--- src/rtl/radix_walk_pkg.sv ---
package radix_walk_pkg;

  localparam int WORD_W   = 64;
  localparam int PID_W    = 32;
  localparam int MASK_W   = 44;
  localparam int SEG_BIAS = 19;

  typedef enum logic [2:0] {
    ERR_NONE    = 3'd0,
    ERR_INVALID = 3'd1,
    ERR_BADTREE = 3'd2,
    ERR_SEGMENT = 3'd3,
    ERR_PERM    = 3'd4,
    ERR_RC      = 3'd5
  } walkErr_e;

  // strobes from control to datapath
  typedef struct packed {
    logic selRoot;
    logic capture;
    logic takeRoot;
    logic takeNext;
    logic takeLeaf;
  } walkStrobe_t;

  // decoded conditions from datapath to control
  typedef struct packed {
    logic segFail;
    logic rootBad;
    logic entValid;
    logic entLeaf;
    logic nextBad;
    logic permOk;
    logic rcOk;
  } walkFlags_t;

  function automatic logic [MASK_W-1:0] lowOnes(input logic [5:0] n);
    logic [MASK_W-1:0] m;
    for (int i = 0; i < MASK_W; i++) m[i] = (i < int'(n));
    return m;
  endfunction

endpackage

--- src/rtl/radix_walk_dp.sv ---
module radix_walk_dp
  import radix_walk_pkg::*;
#(
  parameter int MIN_IDX = 5,
  parameter int MAX_IDX = 16
) (
  input  logic              clk,
  input  logic              rstN,
  input  walkStrobe_t       strobe,
  input  logic [WORD_W-1:0] reqAddr,
  input  logic              reqStore,
  input  logic              reqFetch,
  input  logic              reqPriv,
  input  logic [PID_W-1:0]  pidReg,
  input  logic [WORD_W-1:0] tablePtr,
  input  logic [WORD_W-1:0] memData,
  output walkFlags_t        flags,
  output logic [WORD_W-1:0] memAddr,
  output logic [WORD_W-1:0] realAddr
);

  logic [WORD_W-1:0] addrQ, ptrQ, realQ;
  logic [PID_W-1:0]  pidQ;
  logic              storeQ, fetchQ, privQ;
  logic [5:0]        shiftQ;
  logic [4:0]        sizeQ;
  logic [55:0]       baseQ;

  // entry decode
  logic [4:0]        treeSz, entSize;
  logic [5:0]        rootLimit;
  logic [MASK_W-1:0] segMask, tblMask, idxMask, leafMask;
  logic [PID_W-1:0]  effPid;
  logic [49:0]       pageNum, pageShifted;
  logic [15:0]       addrSh;
  logic [WORD_W-1:0] prtAddr, dirAddr;
  logic              unusedOk;

  assign treeSz    = {memData[62:61], memData[7:5]};
  assign entSize   = memData[4:0];
  assign rootLimit = {1'b0, treeSz} + 6'(SEG_BIAS);
  assign segMask   = lowOnes({1'b0, treeSz});
  assign tblMask   = lowOnes({1'b0, ptrQ[4:0]});
  assign idxMask   = lowOnes({1'b0, sizeQ});
  assign leafMask  = lowOnes(shiftQ);

  assign effPid      = addrQ[63] ? '0 : pidQ;
  assign pageNum     = addrQ[61:12];
  assign pageShifted = pageNum >> shiftQ;
  assign addrSh      = pageShifted[15:0];

  assign prtAddr = {8'h00, ptrQ[55:36],
                    (ptrQ[35:12] & ~tblMask[23:0]) | (effPid[31:8] & tblMask[23:0]),
                    effPid[7:0], 4'h0};
  assign dirAddr = {8'h00, baseQ[55:19],
                    (baseQ[18:3] & ~idxMask[15:0]) | (addrSh & idxMask[15:0]),
                    3'b000};
  assign memAddr = strobe.selRoot ? prtAddr : dirAddr;

  function automatic logic sizeBad(input logic [4:0] n, input logic [5:0] lim);
    return (n < 5'(MIN_IDX)) || (n > 5'(MAX_IDX)) || ({1'b0, n} > lim);
  endfunction

  always_comb begin
    flags.segFail  = (addrQ[63] != addrQ[62]) || (|(addrQ[61:31] & ~segMask[30:0]));
    flags.rootBad  = sizeBad(entSize, rootLimit);
    flags.nextBad  = sizeBad(entSize, shiftQ);
    flags.entValid = memData[63];
    flags.entLeaf  = memData[62];
    flags.permOk   = (privQ || !memData[3]) &&
                     (fetchQ ? (memData[0] && !memData[5])
                             : (memData[1] || (memData[2] && !storeQ)));
    flags.rcOk     = memData[8] && (memData[7] || !storeQ);
  end

  always_ff @(posedge clk) begin
    if (!rstN) begin
      addrQ  <= '0;
      ptrQ   <= '0;
      pidQ   <= '0;
      storeQ <= 1'b0;
      fetchQ <= 1'b0;
      privQ  <= 1'b0;
      shiftQ <= '0;
      sizeQ  <= '0;
      baseQ  <= '0;
      realQ  <= '0;
    end else begin
      if (strobe.capture) begin
        addrQ  <= reqAddr;
        ptrQ   <= tablePtr;
        pidQ   <= pidReg;
        storeQ <= reqStore;
        fetchQ <= reqFetch;
        privQ  <= reqPriv;
        realQ  <= '0;
      end
      if (strobe.takeRoot) begin
        shiftQ <= rootLimit - {1'b0, entSize};
        sizeQ  <= entSize;
        baseQ  <= {memData[55:8], 8'h00};
      end
      if (strobe.takeNext) begin
        shiftQ <= shiftQ - {1'b0, entSize};
        sizeQ  <= entSize;
        baseQ  <= {memData[55:8], 8'h00};
      end
      if (strobe.takeLeaf) begin
        realQ <= {8'h00, (memData[55:12] & ~leafMask) | (addrQ[55:12] & leafMask),
                  memData[11:0]};
      end
    end
  end

  assign realAddr = realQ;
  assign unusedOk = ^{memData[61:56], addrQ[11:0], ptrQ[63:56], ptrQ[11:5]};

endmodule

--- src/rtl/radix_walk_ctrl.sv ---
module radix_walk_ctrl
  import radix_walk_pkg::*;
#(
  parameter int MAX_LEVELS = 8
) (
  input  logic        clk,
  input  logic        rstN,
  input  logic        reqValid,
  input  logic        memAck,
  input  walkFlags_t  flags,
  output walkStrobe_t strobe,
  output logic        busy,
  output logic        memReq,
  output logic        done,
  output logic [2:0]  errCode
);

  localparam int LVL_W = (MAX_LEVELS > 2) ? $clog2(MAX_LEVELS) : 1;

  typedef enum logic [1:0] {ST_IDLE, ST_ROOT, ST_DIR, ST_FIN} walkState_e;

  walkState_e       stateQ;
  walkErr_e         errQ;
  logic [LVL_W-1:0] levelQ;
  logic             lastLevel;

  assign lastLevel = (levelQ == LVL_W'(MAX_LEVELS - 1));

  always_comb begin
    strobe          = '0;
    strobe.selRoot  = (stateQ == ST_ROOT);
    strobe.capture  = (stateQ == ST_IDLE) && reqValid;
    strobe.takeRoot = (stateQ == ST_ROOT) && memAck && !flags.segFail && !flags.rootBad;
    strobe.takeNext = (stateQ == ST_DIR) && memAck && flags.entValid && !flags.entLeaf &&
                      !flags.nextBad && !lastLevel;
    strobe.takeLeaf = (stateQ == ST_DIR) && memAck && flags.entValid && flags.entLeaf;
  end

  always_ff @(posedge clk) begin
    if (!rstN) begin
      stateQ <= ST_IDLE;
      errQ   <= ERR_NONE;
      levelQ <= '0;
    end else begin
      case (stateQ)
        ST_IDLE: begin
          if (reqValid) begin
            stateQ <= ST_ROOT;
            errQ   <= ERR_NONE;
            levelQ <= '0;
          end
        end
        ST_ROOT: begin
          if (memAck) begin
            if (flags.segFail) begin
              errQ   <= ERR_SEGMENT;
              stateQ <= ST_FIN;
            end else if (flags.rootBad) begin
              errQ   <= ERR_BADTREE;
              stateQ <= ST_FIN;
            end else begin
              stateQ <= ST_DIR;
            end
          end
        end
        ST_DIR: begin
          if (memAck) begin
            if (!flags.entValid) begin
              errQ   <= ERR_INVALID;
              stateQ <= ST_FIN;
            end else if (flags.entLeaf) begin
              if (!flags.permOk)     errQ <= ERR_PERM;
              else if (!flags.rcOk)  errQ <= ERR_RC;
              else                   errQ <= ERR_NONE;
              stateQ <= ST_FIN;
            end else if (flags.nextBad || lastLevel) begin
              errQ   <= ERR_BADTREE;
              stateQ <= ST_FIN;
            end else begin
              levelQ <= levelQ + 1'b1;
            end
          end
        end
        default: stateQ <= ST_IDLE;
      endcase
    end
  end

  assign busy    = (stateQ != ST_IDLE);
  assign memReq  = (stateQ == ST_ROOT) || (stateQ == ST_DIR);
  assign done    = (stateQ == ST_FIN);
  assign errCode = errQ;

endmodule

--- src/rtl/radix_walker.sv ---
module radix_walker
  import radix_walk_pkg::*;
#(
  parameter int MAX_LEVELS = 8,
  parameter int MIN_IDX    = 5,
  parameter int MAX_IDX    = 16
) (
  input  logic        clk,
  input  logic        rstN,
  input  logic        reqValid,
  input  logic [63:0] reqAddr,
  input  logic        reqStore,
  input  logic        reqFetch,
  input  logic        reqPriv,
  input  logic [31:0] pidReg,
  input  logic [63:0] tablePtr,
  output logic        busy,
  output logic        memReq,
  output logic [63:0] memAddr,
  input  logic        memAck,
  input  logic [63:0] memData,
  output logic        done,
  output logic [63:0] realAddr,
  output logic [2:0]  errCode
);

  walkStrobe_t strobe;
  walkFlags_t  flags;

  radix_walk_ctrl #(.MAX_LEVELS(MAX_LEVELS)) u_ctrl (
    .clk(clk), .rstN(rstN), .reqValid(reqValid), .memAck(memAck), .flags(flags),
    .strobe(strobe), .busy(busy), .memReq(memReq), .done(done), .errCode(errCode)
  );

  radix_walk_dp #(.MIN_IDX(MIN_IDX), .MAX_IDX(MAX_IDX)) u_dp (
    .clk(clk), .rstN(rstN), .strobe(strobe), .reqAddr(reqAddr), .reqStore(reqStore),
    .reqFetch(reqFetch), .reqPriv(reqPriv), .pidReg(pidReg), .tablePtr(tablePtr),
    .memData(memData), .flags(flags), .memAddr(memAddr), .realAddr(realAddr)
  );

endmodule

--- config.mk ---
export PLATFORM = sky130hd
export DESIGN_NAME = radix_walker
export DESIGN_NICKNAME = d
export VERILOG_FILES = /design/src/rtl/radix_walk_pkg.sv /design/src/rtl/radix_walk_dp.sv /design/src/rtl/radix_walk_ctrl.sv /design/src/rtl/radix_walker.sv
export SDC_FILE = /design/constraint.sdc
export NUM_CORES = 1
export LEC_CHECK = 0
export BUFFER_PORTS_ARGS = -buffer_cell sky130_fd_sc_hd__buf_2
export CAP_MARGIN = 20
export CORE_ASPECT_RATIO = 1.1
export CORE_UTILIZATION = 50
export CTS_CLUSTER_SIZE = 25
export DETAILED_ROUTE_END_ITERATION = 12
export GPL_TIMING_DRIVEN = 0
export HOLD_SLACK_MARGIN = 0.08
export PLACE_DENSITY = 0.78
export SYNTH_ARGS = -nofsm -noshare
export SYNTH_HDL_FRONTEND = slang
export SYNTH_HIERARCHICAL = 1
export SYNTH_SLANG_ARGS = --single-unit
--- constraint.sdc ---
create_clock -name clk -period 3.7 [get_ports clk]
set_clock_uncertainty 0.2 [all_clocks]
set_input_delay 0.555 -clock clk [delete_from_list [all_inputs] [get_ports clk]]
set_output_delay 0.555 -clock clk [all_outputs]
set_load 0.005 [all_outputs]
==> metrics list <==
* TritonCTS clock tree: built
- Using the TritonRoute via totals, the vias-per-cell ratio works out to 6.48.
- The flow ran to the end, but the final reports show violations.
- Number of synthesized register bits: 259
- STA classifies the critical path endpoint as an output port.
- Initial DRC Count: 2557
- Entering global routing, the biggest net connects 16 pins.
- Timing would allow up to 0.268 GHz.
- Kind of cell adding the most delay to the critical path: buffers and inverters
- The worst setup path is of the reg -> out kind.
- Post-detailed-placement half-perimeter wirelength: 54900 µm
- Final Max Slew Viols: 0
* Core box area: 30400 µm²
* Shortest period the worst path allows: 3.74 ns
* Highest fanout seen on the critical path: 10
* R2r endpoint: u_dp/baseQ[42]
- Total DRC errors in the routed layout: 0
- Overall power consumption: 10700 µW
* Total Routed Length: 79600 µm
* Actual slew at the worst max-slew pin: 1.19 ns
* Top cells by area, synth: sky130_fd_sc_hd__dfxtp_1 34%, sky130_fd_sc_hd__mux2i_1 14%, sky130_fd_sc_hd__nor2_1 7.0%
* Max-cap check violation count: 0
- Share of post-route cells with drive strength above 1: 0.289
- Post-layout nets: 2668
* Register area share after synthesis: 0.336
* Total number of vias: 18500
- Library cell used as clock root buffer: sky130_fd_sc_hd__clkbuf_16
* Tightest slew margin relative to the limit: 0.207
- Leakage power of the design: 0.00900 µW
- CTS built an H-tree with a depth of 1.
- Async set or reset register ratio after synthesis: 0
* Full die area: 31600 µm²
- Number of buffers and inverters on the critical path: 3
* Count of cells along the worst register-to-register path: 18
- The first global-routing pass estimated 112000 µm of wire.
- Longest individual stage delay on the worst path: 0.35 ns
- First drt pass iteration count: 7
- Number of global-route vias before repair: 17800
- For this run, the total global-route usage over all layers was measured as 0.483.
- Cell mode on critical path: sky130_fd_sc_hd__buf_2
- Register clock-pin slew on the reported worst setup and hold paths: 0.07 ns
* Setup Total Neg Slack: -0.0856 ns
* Number of buffers on the longest clock path: 3
- Power per standard cell area: 495 nW/µm²
- The synthesized design spends more area on one cell type than any other, namely sky130_fd_sc_hd__dfxtp_1.
* Floorplan die width: 170 µm
* Global-route congestion overflow total: 0
* WL/cell: 27.9 µm
* Unique masters post-synth: 79
* Worst reg2reg startpoint: u_dp/shiftQ[0]
* Cell breakdown of the critical path: clkbuf_2 > nor2_2 > nand2_2 > buf_2 > o22ai_1 > a211oi_2 > o31ai_2 > buf_2
- Buffers on Ports: 309
- Number of enable flip-flop cells after synthesis: 0
- GPL Wtd Cong: 1.04
* Cell type of the slowest stage on the worst timing path: sky130_fd_sc_hd__nor2_2
* Setup slack of the most critical reg-to-reg path: 0.02 ns
- Hold Path Stages: 3
- During synthesis, Yosys emitted a total of 6 warnings.
- Seq. cell area: 5190 µm²
- Setup repair after global routing missed its margin: true
- Final worst-path setup slack: -0.0358 ns
- Counting the fill cells in the layout gives 2207.
- Clock buffer count from CTS: 28
- Fin. Hold Viols: 0
- Classification of the worst-slack hold path: in -> reg
* Final antenna-violating net count: 0
* Multi-input gate area in the final layout: 10000 µm²
* Capture endpoint of the worst hold path: u_dp/baseQ[52]
- At the later pin of the worst-skew pair, clock insertion delay measures 0.59 ns.
- Worst slack after detailed placement: -1.02 ns
- In this run the mean area of a mapped cell was 8.35 µm².
- At the worst endpoint, the required time is 2.94 ns.
- In this run the most critical hold path is launched from memData[52].
- Setup violations remaining at the end of the flow were counted as 4.
* Most used DFF post-synth: sky130_fd_sc_hd__dfxtp_1
- Initial antenna violation count: 4
- The initial utilization of the core area, before any placement, comes to 0.507.
- In this run the cell area of the synthesized design comes to 15400 µm².
- Count of boundary I/O pins: 365
* Synthesis-to-layout area growth: 40.6%
- Leaving out fill and tap cells, the most frequent cells in the layout are 317 x sky130_fd_sc_hd__buf_2, 277 x sky130_fd_sc_hd__nor2_1, 253 x sky130_fd_sc_hd__dfxtp_1.
* Worst vdd ir: 0.480 mV
* Crit path launch type: flip-flop
- The library cell used most frequently in the layout, excluding fill and tap cells, is sky130_fd_sc_hd__buf_2.
- The final reports fail on setup timing.
- In the finished design, the share of the clock period the worst path needs comes to 1.01.
- Counting every instance in the synthesized netlist gives 1849.
- At the worst endpoint, the arrival time is 2.98 ns.
* Total number of placement rows: 67
- The clock net in this run drives a total of 259 sinks.
- Share of the synthesized area in the top cell type: 0.336
- Die Y-Extent: 186 µm
[layer usage]
metal | wire length (µm) | global-route usage | vias to the layer above
met4 | 7240 | 0.374 | 4
met2 | 34800 | 0.770 | 1603
met5 | 26 | 0 | -
met1 | 27200 | 0.540 | 8646
met3 | 10300 | 0.153 | 543
li1 | - | - | 7698
[stage by stage]
stage	utilization	hold WS [ns]	instances	instance area (µm²)
final	0.713	0.0723	2854	21700
after global routing	0.713	0.0805	2853	21700
after CTS	0.689	0.0807	2821	21000
after detailed placement	0.577	0.245	2590	17600
after global placement	0.577	0.239	2590	17600
after floorplan	-	0.228	1867	15500
[Yosys cell counts (all sizes together) (31+ instances only)]
master  number
buf         60
a31oi       33
o21ai       60
nor3b       31
nor2       289
mux4        31
nand2      187
clkbuf     114
dfxtp      259
mux2i      219
mux2        58
a21oi      166
[sequential cells by signal, summed over array words and instances, names as in the netlist, 5 cells and up]
signal and count:
u_dp/addrQ 52, u_dp/baseQ 48, u_dp/pidQ 32, u_dp/ptrQ 49
u_dp/realAddr 56, u_dp/shiftQ 6, u_dp/sizeQ 5
[worst max-delay path by stage]
stage                     cells after the start             end  slack (ns)      startpoint
final                                         8      memAddr[9]       -0.04  u_dp/shiftQ[3]
after detailed placement                     16  u_dp/baseQ[23]       -1.02      memData[5]
after floorplan                              16  u_dp/baseQ[10]        0.06      memData[5]
after CTS                                     9     memAddr[12]       -0.04  u_dp/shiftQ[0]
after global routing                          9      memAddr[5]        -0.1  u_dp/shiftQ[1]
after global placement                       16  u_dp/baseQ[20]       -1.02      memData[5]
[report_power, final]
part / internal (µW) / switching (µW) / total [µW]
Clock: 1620 / 1290 / 2920
Sequential: 3100 / 517 / 3620
Combinational: 1710 / 2480 / 4190
Total: 6440 / 4290 / 10700
[cell families after synthesis]
family                   synth area share
AND/OR/NAND/NOR                     0.186
AO/OA/AOI/OAI                       0.166
multiplexers                        0.230
flip-flops                          0.336
buffers and inverters              0.0594
adder cells (fa/ha/maj)            0.0180
XOR/XNOR                          0.00454
other                            0.000243
[final cells by class]
type	instances	area share
clock buffer	34	0.0352
inverter	30	0.00594
tap	414	0.0239
antenna	2	0.000231
buffer	165	0.0502
sequential	259	0.240
timing repair buffer	527	0.174
clock inverter	18	0.00865
multi-input combinational	1405	0.462
[worst reg2reg max path: cells and delay by family (launching register included)]
family                     cells  cell delay, ns
and+or+nand+nor                7            1.29
buffers and inverters          6            0.80
adders and majority gates      2            0.57
AOI/OAI and AO/OA              3            0.40
DFF                            1            0.32
[repair_timing]
item                                    4_1_cts  5_1_grt
endpoints found under the hold margin       174        0
pin swaps                                    11       23
endpoints found under the setup margin      104       87
setup buffers                                13       26
gates cloned                                  0        8
hold buffers                                173        0
resized for setup                           171      113
Note: power is estimated with default switching activity, not from simulation.
